<file path="src/rtl/rbs_pkg.sv">
package rbs_pkg;
  localparam int unsigned ADDR_W = 16;
  localparam int unsigned VEC_W  = 8;
  localparam int unsigned REG_W  = 8;

  typedef enum logic [1:0] {
    ST_HOLD  = 2'd0,
    ST_RUN   = 2'd1,
    ST_WARM  = 2'd2
  } rst_state_e;
endpackage

</file>
<file path="src/rtl/rbs_sync.sv">
module rbs_sync #(
  parameter int unsigned STAGES = 2
) (
  input  logic clk,
  input  logic rst_n,
  input  logic d_i,
  output logic q_o
);
  logic [STAGES-1:0] chain_q;
  logic [STAGES-1:0] chain_d;

  always_comb begin
    chain_d = {chain_q[STAGES-2:0], d_i};
  end

  always_ff @(posedge clk or negedge rst_n) begin
    if (!rst_n) chain_q <= '0;
    else        chain_q <= chain_d;
  end

  assign q_o = chain_q[STAGES-1];
endmodule

</file>
<file path="src/rtl/rbs_mc_count.sv">
module rbs_mc_count #(
  parameter int unsigned MIN_MC = 2,
  localparam int unsigned CW = $clog2(MIN_MC + 1)
) (
  input  logic clk,
  input  logic rst_n,
  input  logic pin_s_i,
  input  logic osc_ok_i,
  input  logic tick_i,
  output logic qual_o
);
  logic [CW-1:0] cnt_q;
  logic [CW-1:0] cnt_d;
  logic          cnt_en;
  logic          full;

  assign full   = (cnt_q == CW'(MIN_MC));
  assign cnt_en = 1'b1;

  always_comb begin
    cnt_d = cnt_q;
    if (!pin_s_i || !osc_ok_i) cnt_d = '0;
    else if (tick_i && !full)  cnt_d = cnt_q + CW'(1);
  end

  always_ff @(posedge clk or negedge rst_n) begin
    if (!rst_n)      cnt_q <= '0;
    else if (cnt_en) cnt_q <= cnt_d;
  end

  assign qual_o = full && pin_s_i && osc_ok_i;
endmodule

</file>
<file path="src/rtl/rbs_boot_sel.sv">
module rbs_boot_sel
  import rbs_pkg::*;
(
  input  logic              clk,
  input  logic              rst_n,
  input  logic              release_i,
  input  logic              pse_n_i,
  input  logic              boot_stat_i,
  input  logic [VEC_W-1:0]  boot_vec_i,
  output logic [ADDR_W-1:0] addr_o
);
  logic [ADDR_W-1:0] addr_q;
  logic [ADDR_W-1:0] addr_d;
  logic              boot_req;

  always_comb begin
    boot_req = !pse_n_i || boot_stat_i;
    addr_d   = boot_req ? {boot_vec_i, {(ADDR_W-VEC_W){1'b0}}} : '0;
  end

  always_ff @(posedge clk or negedge rst_n) begin
    if (!rst_n)         addr_q <= '0;
    else if (release_i) addr_q <= addr_d;
  end

  assign addr_o = addr_q;
endmodule

</file>
<file path="src/rtl/rbs_pof_reg.sv">
module rbs_pof_reg
  import rbs_pkg::*;
#(
  parameter int unsigned FLAG_BIT = 0
) (
  input  logic             clk,
  input  logic             rst_n,
  input  logic             wr_i,
  input  logic [REG_W-1:0] wdata_i,
  output logic [REG_W-1:0] rdata_o
);
  logic flag_q;
  logic flag_d;
  logic flag_en;

  assign flag_en = wr_i && wdata_i[FLAG_BIT];

  always_comb begin
    flag_d = flag_q;
    if (flag_en) flag_d = 1'b0;
  end

  always_ff @(posedge clk or negedge rst_n) begin
    if (!rst_n)       flag_q <= 1'b1;
    else if (flag_en) flag_q <= flag_d;
  end

  always_comb begin
    rdata_o           = '0;
    rdata_o[FLAG_BIT] = flag_q;
  end
endmodule

</file>
<file path="src/rtl/rst_boot_seq.sv">
module rst_boot_seq
  import rbs_pkg::*;
#(
  parameter int unsigned MIN_MC    = 2,
  parameter int unsigned SYNC_STG  = 2
) (
  input  logic              clk,
  input  logic              rst_n,
  input  logic              rst_pin_i,
  input  logic              osc_ok_i,
  input  logic              mc_tick_i,
  input  logic              pse_n_i,
  input  logic              boot_stat_i,
  input  logic [VEC_W-1:0]  boot_vec_i,
  input  logic              reg_wr_i,
  input  logic [REG_W-1:0]  reg_wdata_i,
  output logic [REG_W-1:0]  reg_rdata_o,
  output logic              core_rst_o,
  output logic [ADDR_W-1:0] start_addr_o
);
  logic       pin_s;
  logic       qual;
  logic       release_c;
  rst_state_e st_q;
  rst_state_e st_d;

  rbs_sync #(.STAGES(SYNC_STG)) u_sync (
    .clk(clk), .rst_n(rst_n), .d_i(rst_pin_i), .q_o(pin_s)
  );

  rbs_mc_count #(.MIN_MC(MIN_MC)) u_cnt (
    .clk(clk), .rst_n(rst_n), .pin_s_i(pin_s), .osc_ok_i(osc_ok_i),
    .tick_i(mc_tick_i), .qual_o(qual)
  );

  always_comb begin
    st_d      = st_q;
    release_c = 1'b0;
    case (st_q)
      ST_HOLD: if (qual) st_d = ST_WARM;
      ST_RUN:  if (qual) st_d = ST_WARM;
      ST_WARM: if (!pin_s) begin
                 st_d      = ST_RUN;
                 release_c = 1'b1;
               end
      default: st_d = ST_HOLD;
    endcase
  end

  always_ff @(posedge clk or negedge rst_n) begin
    if (!rst_n) st_q <= ST_HOLD;
    else        st_q <= st_d;
  end

  assign core_rst_o = (st_q != ST_RUN);

  rbs_boot_sel u_sel (
    .clk(clk), .rst_n(rst_n), .release_i(release_c), .pse_n_i(pse_n_i),
    .boot_stat_i(boot_stat_i), .boot_vec_i(boot_vec_i), .addr_o(start_addr_o)
  );

  rbs_pof_reg #(.FLAG_BIT(0)) u_pof (
    .clk(clk), .rst_n(rst_n), .wr_i(reg_wr_i), .wdata_i(reg_wdata_i),
    .rdata_o(reg_rdata_o)
  );
endmodule

</file>
<file path="config.mk">
export PLATFORM = sky130hd
export DESIGN_NAME = rst_boot_seq
export DESIGN_NICKNAME = d
export VERILOG_FILES = /design/src/rtl/rbs_pkg.sv /design/src/rtl/rbs_sync.sv /design/src/rtl/rbs_mc_count.sv /design/src/rtl/rbs_boot_sel.sv /design/src/rtl/rbs_pof_reg.sv /design/src/rtl/rst_boot_seq.sv
export SDC_FILE = /design/constraint.sdc
export NUM_CORES = 1
export LEC_CHECK = 0
export ABC_CLOCK_PERIOD_IN_PS = 1100
export BUFFER_PORTS_ARGS = -buffer_cell sky130_fd_sc_hd__clkbuf_2
export CAP_MARGIN = 40
export CORE_UTILIZATION = 29
export CTS_BUF_LIST = sky130_fd_sc_hd__clkbuf_16
export CTS_CLUSTER_SIZE = 8
export DETAILED_ROUTE_END_ITERATION = 16
export SLEW_MARGIN = 20
export SYNTH_ARGS = -nofsm -noshare
export SYNTH_HDL_FRONTEND = slang
export SYNTH_SLANG_ARGS = --single-unit
</file>
<file path="constraint.sdc">
create_clock -name clk -period 1.1 [get_ports clk]
set_input_delay 0 -clock clk [delete_from_list [all_inputs] [get_ports clk]]
set_output_delay 0 -clock clk [all_outputs]
set_load 0.01 [all_outputs]
</file>
; Word-level counts from Yosys, hierarchy flattened
; Cells that the tools add are included.
[classes]
add_sub_neg = 1
eq_ne = 6
mux = 8
n_reduce_logical = 14
[ops]
columns = operator, count
row1 = $mux 16, 1
row2 = $mux 2, 4
row3 = $eq 2x2->1 const B, 2
row4 = $logic_and 1x1->1, 4
row5 = $logic_not 1->1, 4
row6 = $ne 2x1->1 const B, 2
row7 = $pmux 2 s2, 1
row8 = $add 2x1->2 const B, 1
row9 = $eq 2x1->1 const B, 1
row10 = $logic_not 2->1, 1
row11 = $logic_or 1x1->1, 2
row12 = $mux 1, 2
row13 = $ne 2x2->1 const B, 1
row14 = $reduce_and 2->1, 1
row15 = $reduce_bool 2->1, 1
row16 = $reduce_or 2->1, 1
[totals]
regBits = 23
inputBits = 24
out_inout_bits = 25
elab_cells = 34

; Longest topological paths before layout
[logic_depth]
ltp_word = 5
mapped_depth = 5
ltp_nobuf = 5

; Modules after synthesis
; A second synthesis with hierarchy kept.
[hier_totals]
cells_unflattened = 80
hier_area_um2 = 854.6
[modules_own_cells]
columns = mod, n_inst, cells_per_inst, area_per_inst_um2, seq_area_each_um2
row1 = rbs_boot_sel, 1, 45, 469.2, 200.2
row2 = rbs_mc_count, 1, 13, 126.4, 50.0
row3 = rst_boot_seq, 1, 9, 107.6, 50.0
row4 = rbs_pof_reg, 1, 11, 101.3, 26.3
row5 = rbs_sync, 1, 2, 50.0, 50.0

; Worst setup path before layout
; No wires, ideal clock.
[synth_path]
path_type = reg-to-reg
from = register u_cnt.cnt_q[0]
to = register u_cnt.cnt_q[1]
setup_ns = 0.119
arrival_ns = 1.011
required_ns = 0.981
path_slack_ns = -0.029
stages_incl_launch_ff = 6
n_path_buf = 0
period_less_slack_ns = 1.129
path_cell_list = dfrtp_1 -> inv_1 -> ha_1 -> nor2b_1 -> mux2i_1 -> nor2_1
[synth_via]
elab_chain_len = 4
elab_cells_between_ends = 7
classes_between = 1 x add/sub / 1 x eq/ne / 2 x mux / 3 x reduce/logical
[synth_lines]
columns = element, line
row1 = from (decl), rbs_mc_count.sv:12  ; logic [CW-1:0] cnt_q;
row2 = from (signal assigned), rbs_mc_count.sv:28  ; else if (cnt_en) cnt_q <= cnt_d;
row3 = "parallel branches: the longest is 4 deep, another holds $add 2x1->2", -
; Several ways; the timed one is not identified. The select of a mux whose other input is x is not followed.
; A chain may end at the register's enable or synchronous reset.

; Worst setup path in the final report
[layout_path]
from = register u_sync.chain_q[1]
to = register u_sel.addr_q[11], in the netlist u_sel.addr_o[11]
[layout_via]
elab_chain_len = 2
[layout_lines]
columns = element, line
row1 = from (decl), rbs_sync.sv:9  ; logic [STAGES-1:0] chain_q;
row2 = from (signal assigned), rbs_sync.sv:18  ; else chain_q <= chain_d;
row3 = $mux 1, rst_boot_seq.sv:42  ; ST_WARM: if (!pin_s) begin
row4 = $mux 1, rst_boot_seq.sv:39  ; case (st_q)
row5 = to (signal assigned), rbs_boot_sel.sv:23  ; else if (release_i) addr_q <= addr_d;
row6 = to (decl), rbs_boot_sel.sv:12  ; logic [ADDR_W-1:0] addr_q;
; Every way passes these cells.

==> metrics.md <==
| Metric | Value |
|---|---|
| Area share of the largest cell type after synthesis | 47.1% |
| I/O Buffers | 26 |
| Drt total wl | 1510 µm |
| Hold_ws | 0.0166 ns |
| First-pass GRT wire length | 2350 µm |
| Share of cells above drive strength 1 | 37.7% |
| Yosys warns | 0 |
| IO Count | 49 |
| Final Max Slew Viols | 0 |
| Yosys cell types | 21 |
| Die Y | 52.7 µm |
| Unrepaired setup endpoints after global routing | yes |
| # rows | 17 |
| Worst setup margin | -0.0307 ns |
| Crit path launch type | flip-flop |
| Post-synthesis mux area share | 2.69% |
| Post-route clock period utilization | 103% |
| Largest family of logic cells by synthesized area | simple AND/OR/NAND/NOR gates |
| Via-per-instance ratio | 4.18 |
| Grt ovf | 0 |
| Mapped Avg Cell Area | 9.67 µm² |
| Delay-heaviest family, CP | flip-flops |
| Origin of the worst min-delay path | osc_ok_i |
| Critical Path AT | 1.31 ns |
| Clock-pin slew on the worst setup and hold paths | 0.05 ns |
| Number of buffers created by CTS | 3 |
| Most area-consuming cells after synthesis | dfrtp_1 47%, buf_4 16%, nand2_1 9.1% |
| Global-route usage over all layers | 12.4% |
| CTS tree | done |
| Gpl congestion | 0.815 |
| Fmax | 884 MHz |
| Failing checks | setup timing |
| DR iter-0 viols | 5 |
| Hold Vio Cnt, Final | 0 |
| Number of remaining DRC errors | 0 |
| Hold worst-path end | u_cnt.cnt_q[0] |
| Die Area | 0.00277 mm² |
| Initial antenna violation count | 0 |
| Most common cell on crit path | buf_6 |
| Post-synthesis simple-gate area fraction | 22.5% |
| Die Wd | 52.7 µm |
| Max cap viols | 0 |
| Worst vdd ir | 0.989 mV |
| CP bufs+invs | 2 |
| Final Util | 49.1% |
| Final Critical Period | 1.13 ns |
| Status | finished, violations left |
| Synth Area in Adders | 1.68% |
| Mapped cell area | 744 µm² |
| Final instance area | 0.00114 mm² |
| Post-synthesis xor/xnor area fraction | 1.18% |
| Pwr per Cell Area | 1320 mW/mm² |
| Vias | 627 |
| CP max-delay cell | dfrtp_1 |
| Power, Total | 1510 µW |
| Skew final | 0.00259 ns |
| Reg2reg setup slack | -0.03 ns |
| Delay of the slowest critical-path stage | 0.40 ns |
| Clk sinks | 15 |
| Crit Path Max Fanout | 4 |
| Vias in the first global route | 569 |
| Clock buffer depth | 2 |
| CP cell instances | buf_6 -> nor3b_4 -> buf_6 -> nand3_1 -> nand2_1 |
| Worst path required time | 1.28 ns |
| Synth-to-layout area growth | 52.8% |
| Crit end category | flip-flop |
| Cells on Worst Hold Path | 3 |
| Initial Util | 32.1% |
| Root Driver | clkbuf_16 |
| Worst-Skew Late Latency | 0.24 ns |
| R2r endpoint | u_sel.addr_o[11] |
| Area post-placement | 852 µm² |
| Synth Area in Compound Gates | 1.68% |
| Sequential-to-total area share from yosys stat | 50.6% |
| Final HPWL DP | 1030 µm |
| H-tree depth | 1 |
| Cell taking the most area after synthesis | dfrtp_1 |
| ANT nets after route | 0 |
| Depth of the most critical reg-to-reg path | 5 |
| Leak | 0.000574 µW |
| Endpoints failing setup | 9 |
| Register bit total from synthesis | 15 |
| Hold crit path type | in2reg |
| Setup Crit Path Kind | reg2reg |
| Mapped Cells | 77 |
| Drt first pass iters | 3 |
| Final net count | 148 |
| Core area | 0.00232 mm² |
| RR Startpoint | u_sync.chain_q[1] |
| DR WL/cell | 10.1 µm |
| Pin count of the biggest net entering global routing | 16 |
| # diodes | 0 |
per-stage QoR:
stage               TNS (ns)  worst slack, ns  cells
floorplan             -0.104          -0.0130     91
detailed placement     -1.03           -0.127    130
CTS                  -0.0108         -0.00759    150
global route          -0.621          -0.0711    150
global placement      -0.584          -0.0790    130
finish                -0.156          -0.0307    150
repair_timing:
item                                    CTS  global route
gates resized for setup                   7             7
endpoints found under the hold margin    25             0
cloned                                    1             0
setup buffers                             3             0
endpoints found under the setup margin   10            11
hold buffers                             12             0
pin swaps                                 4             9
layout by cell type, fill, tap and decap left out, types with 2 or more instances in the layout:
cell and count:
clkbuf_2 26, nand2_1 17, conb_1 15, dfrtp_1 13, dlygate4sd3_1 12, nand3_1 6
clkbuf_16 3, buf_4 3, buf_6 3, nand2b_1 2, inv_1 2, mux2i_1 2
or3b_4 2, nor2_1 2, nand3_2 2
report_power, final:
part	switching, µW	internal, µW
clock network	211	484
registers	32.4	583
logic	101	94.1
cell families (layout without fill, tap and decap cells):
logic type / count (synthesis) / count (layout)
XOR/XNOR: 1 / 1
other: 1 / 15
AO/OA/AOI/OAI: 2 / 2
buffers and inverters: 20 / 50
AND/OR/NAND/NOR: 35 / 36
flip-flops: 15 / 15
multiplexers: 2 / 2
adder cells (fa/ha/maj): 1 / 1
layout make-up:
| type | instances | area (µm²) |
|---|---|---|
| Clock inverter | 1 | 5.00 |
| Tap cell | 28 | 35.0 |
| Multi-Input combinational cell | 57 | 330 |
| Clock buffer | 3 | 75.1 |
| Sequential cell | 15 | 378 |
| Fill cell | 218 | 1180 |
| Timing Repair Buffer | 44 | 307 |
| Inverter | 2 | 7.51 |
Yosys cell counts:
cell / number
nand2_1: 18
buf_4: 16
dfrtp_1: 14
nand3_1: 8
inv_1: 2
mux2i_1: 2
nand2b_1: 2
nor2_1: 2
a21boi_0: 1
and2_1: 1
and3_1: 1
buf_1: 1
buf_6: 1
conb_1: 1
dfstp_2: 1
ha_1: 1
nor2b_1: 1
nor3b_2: 1
o21ai_0: 1
or3b_1: 1
xnor2_1: 1
state kept, by name, summed over array words and instances, names as in the netlist:
register and count:
st_q 2, u_pof.flag_q 1, u_sel.addr_o 8, u_cnt.cnt_q 2
u_sync.chain_q 2
worst min-delay path: cells and delay by family:
family,cells,cell delay [ns]
buffers and inverters,1,0.09
and+or+nand+nor,2,0.13
metal layers:
metal  wire length, µm  track usage, %  vias up
met1               656            12.9      282
li1                  -               -      305
met5                 0               0        -
met3                75            1.74        6
met2               730            21.1       34
met4                50            11.4        0
worst max-delay path by stage:
stage / from / end / slack, ns / depth (start not counted)
after CTS: st_q[1] / core_rst_o / -0.008 / 3
after global routing: u_sync.chain_q[1] / u_sel.addr_o[15] / -0.07 / 5
after floorplan: st_q[0] / u_sel.addr_o[10] / -0.01 / 4
after detailed placement: st_q[0] / u_sel.addr_o[8] / -0.13 / 3
final: u_sync.chain_q[1] / u_sel.addr_o[11] / -0.03 / 5
after global placement: st_q[0] / u_sel.addr_o[8] / -0.08 / 3
No activity file was read; power rests on OpenSTA's default activity.
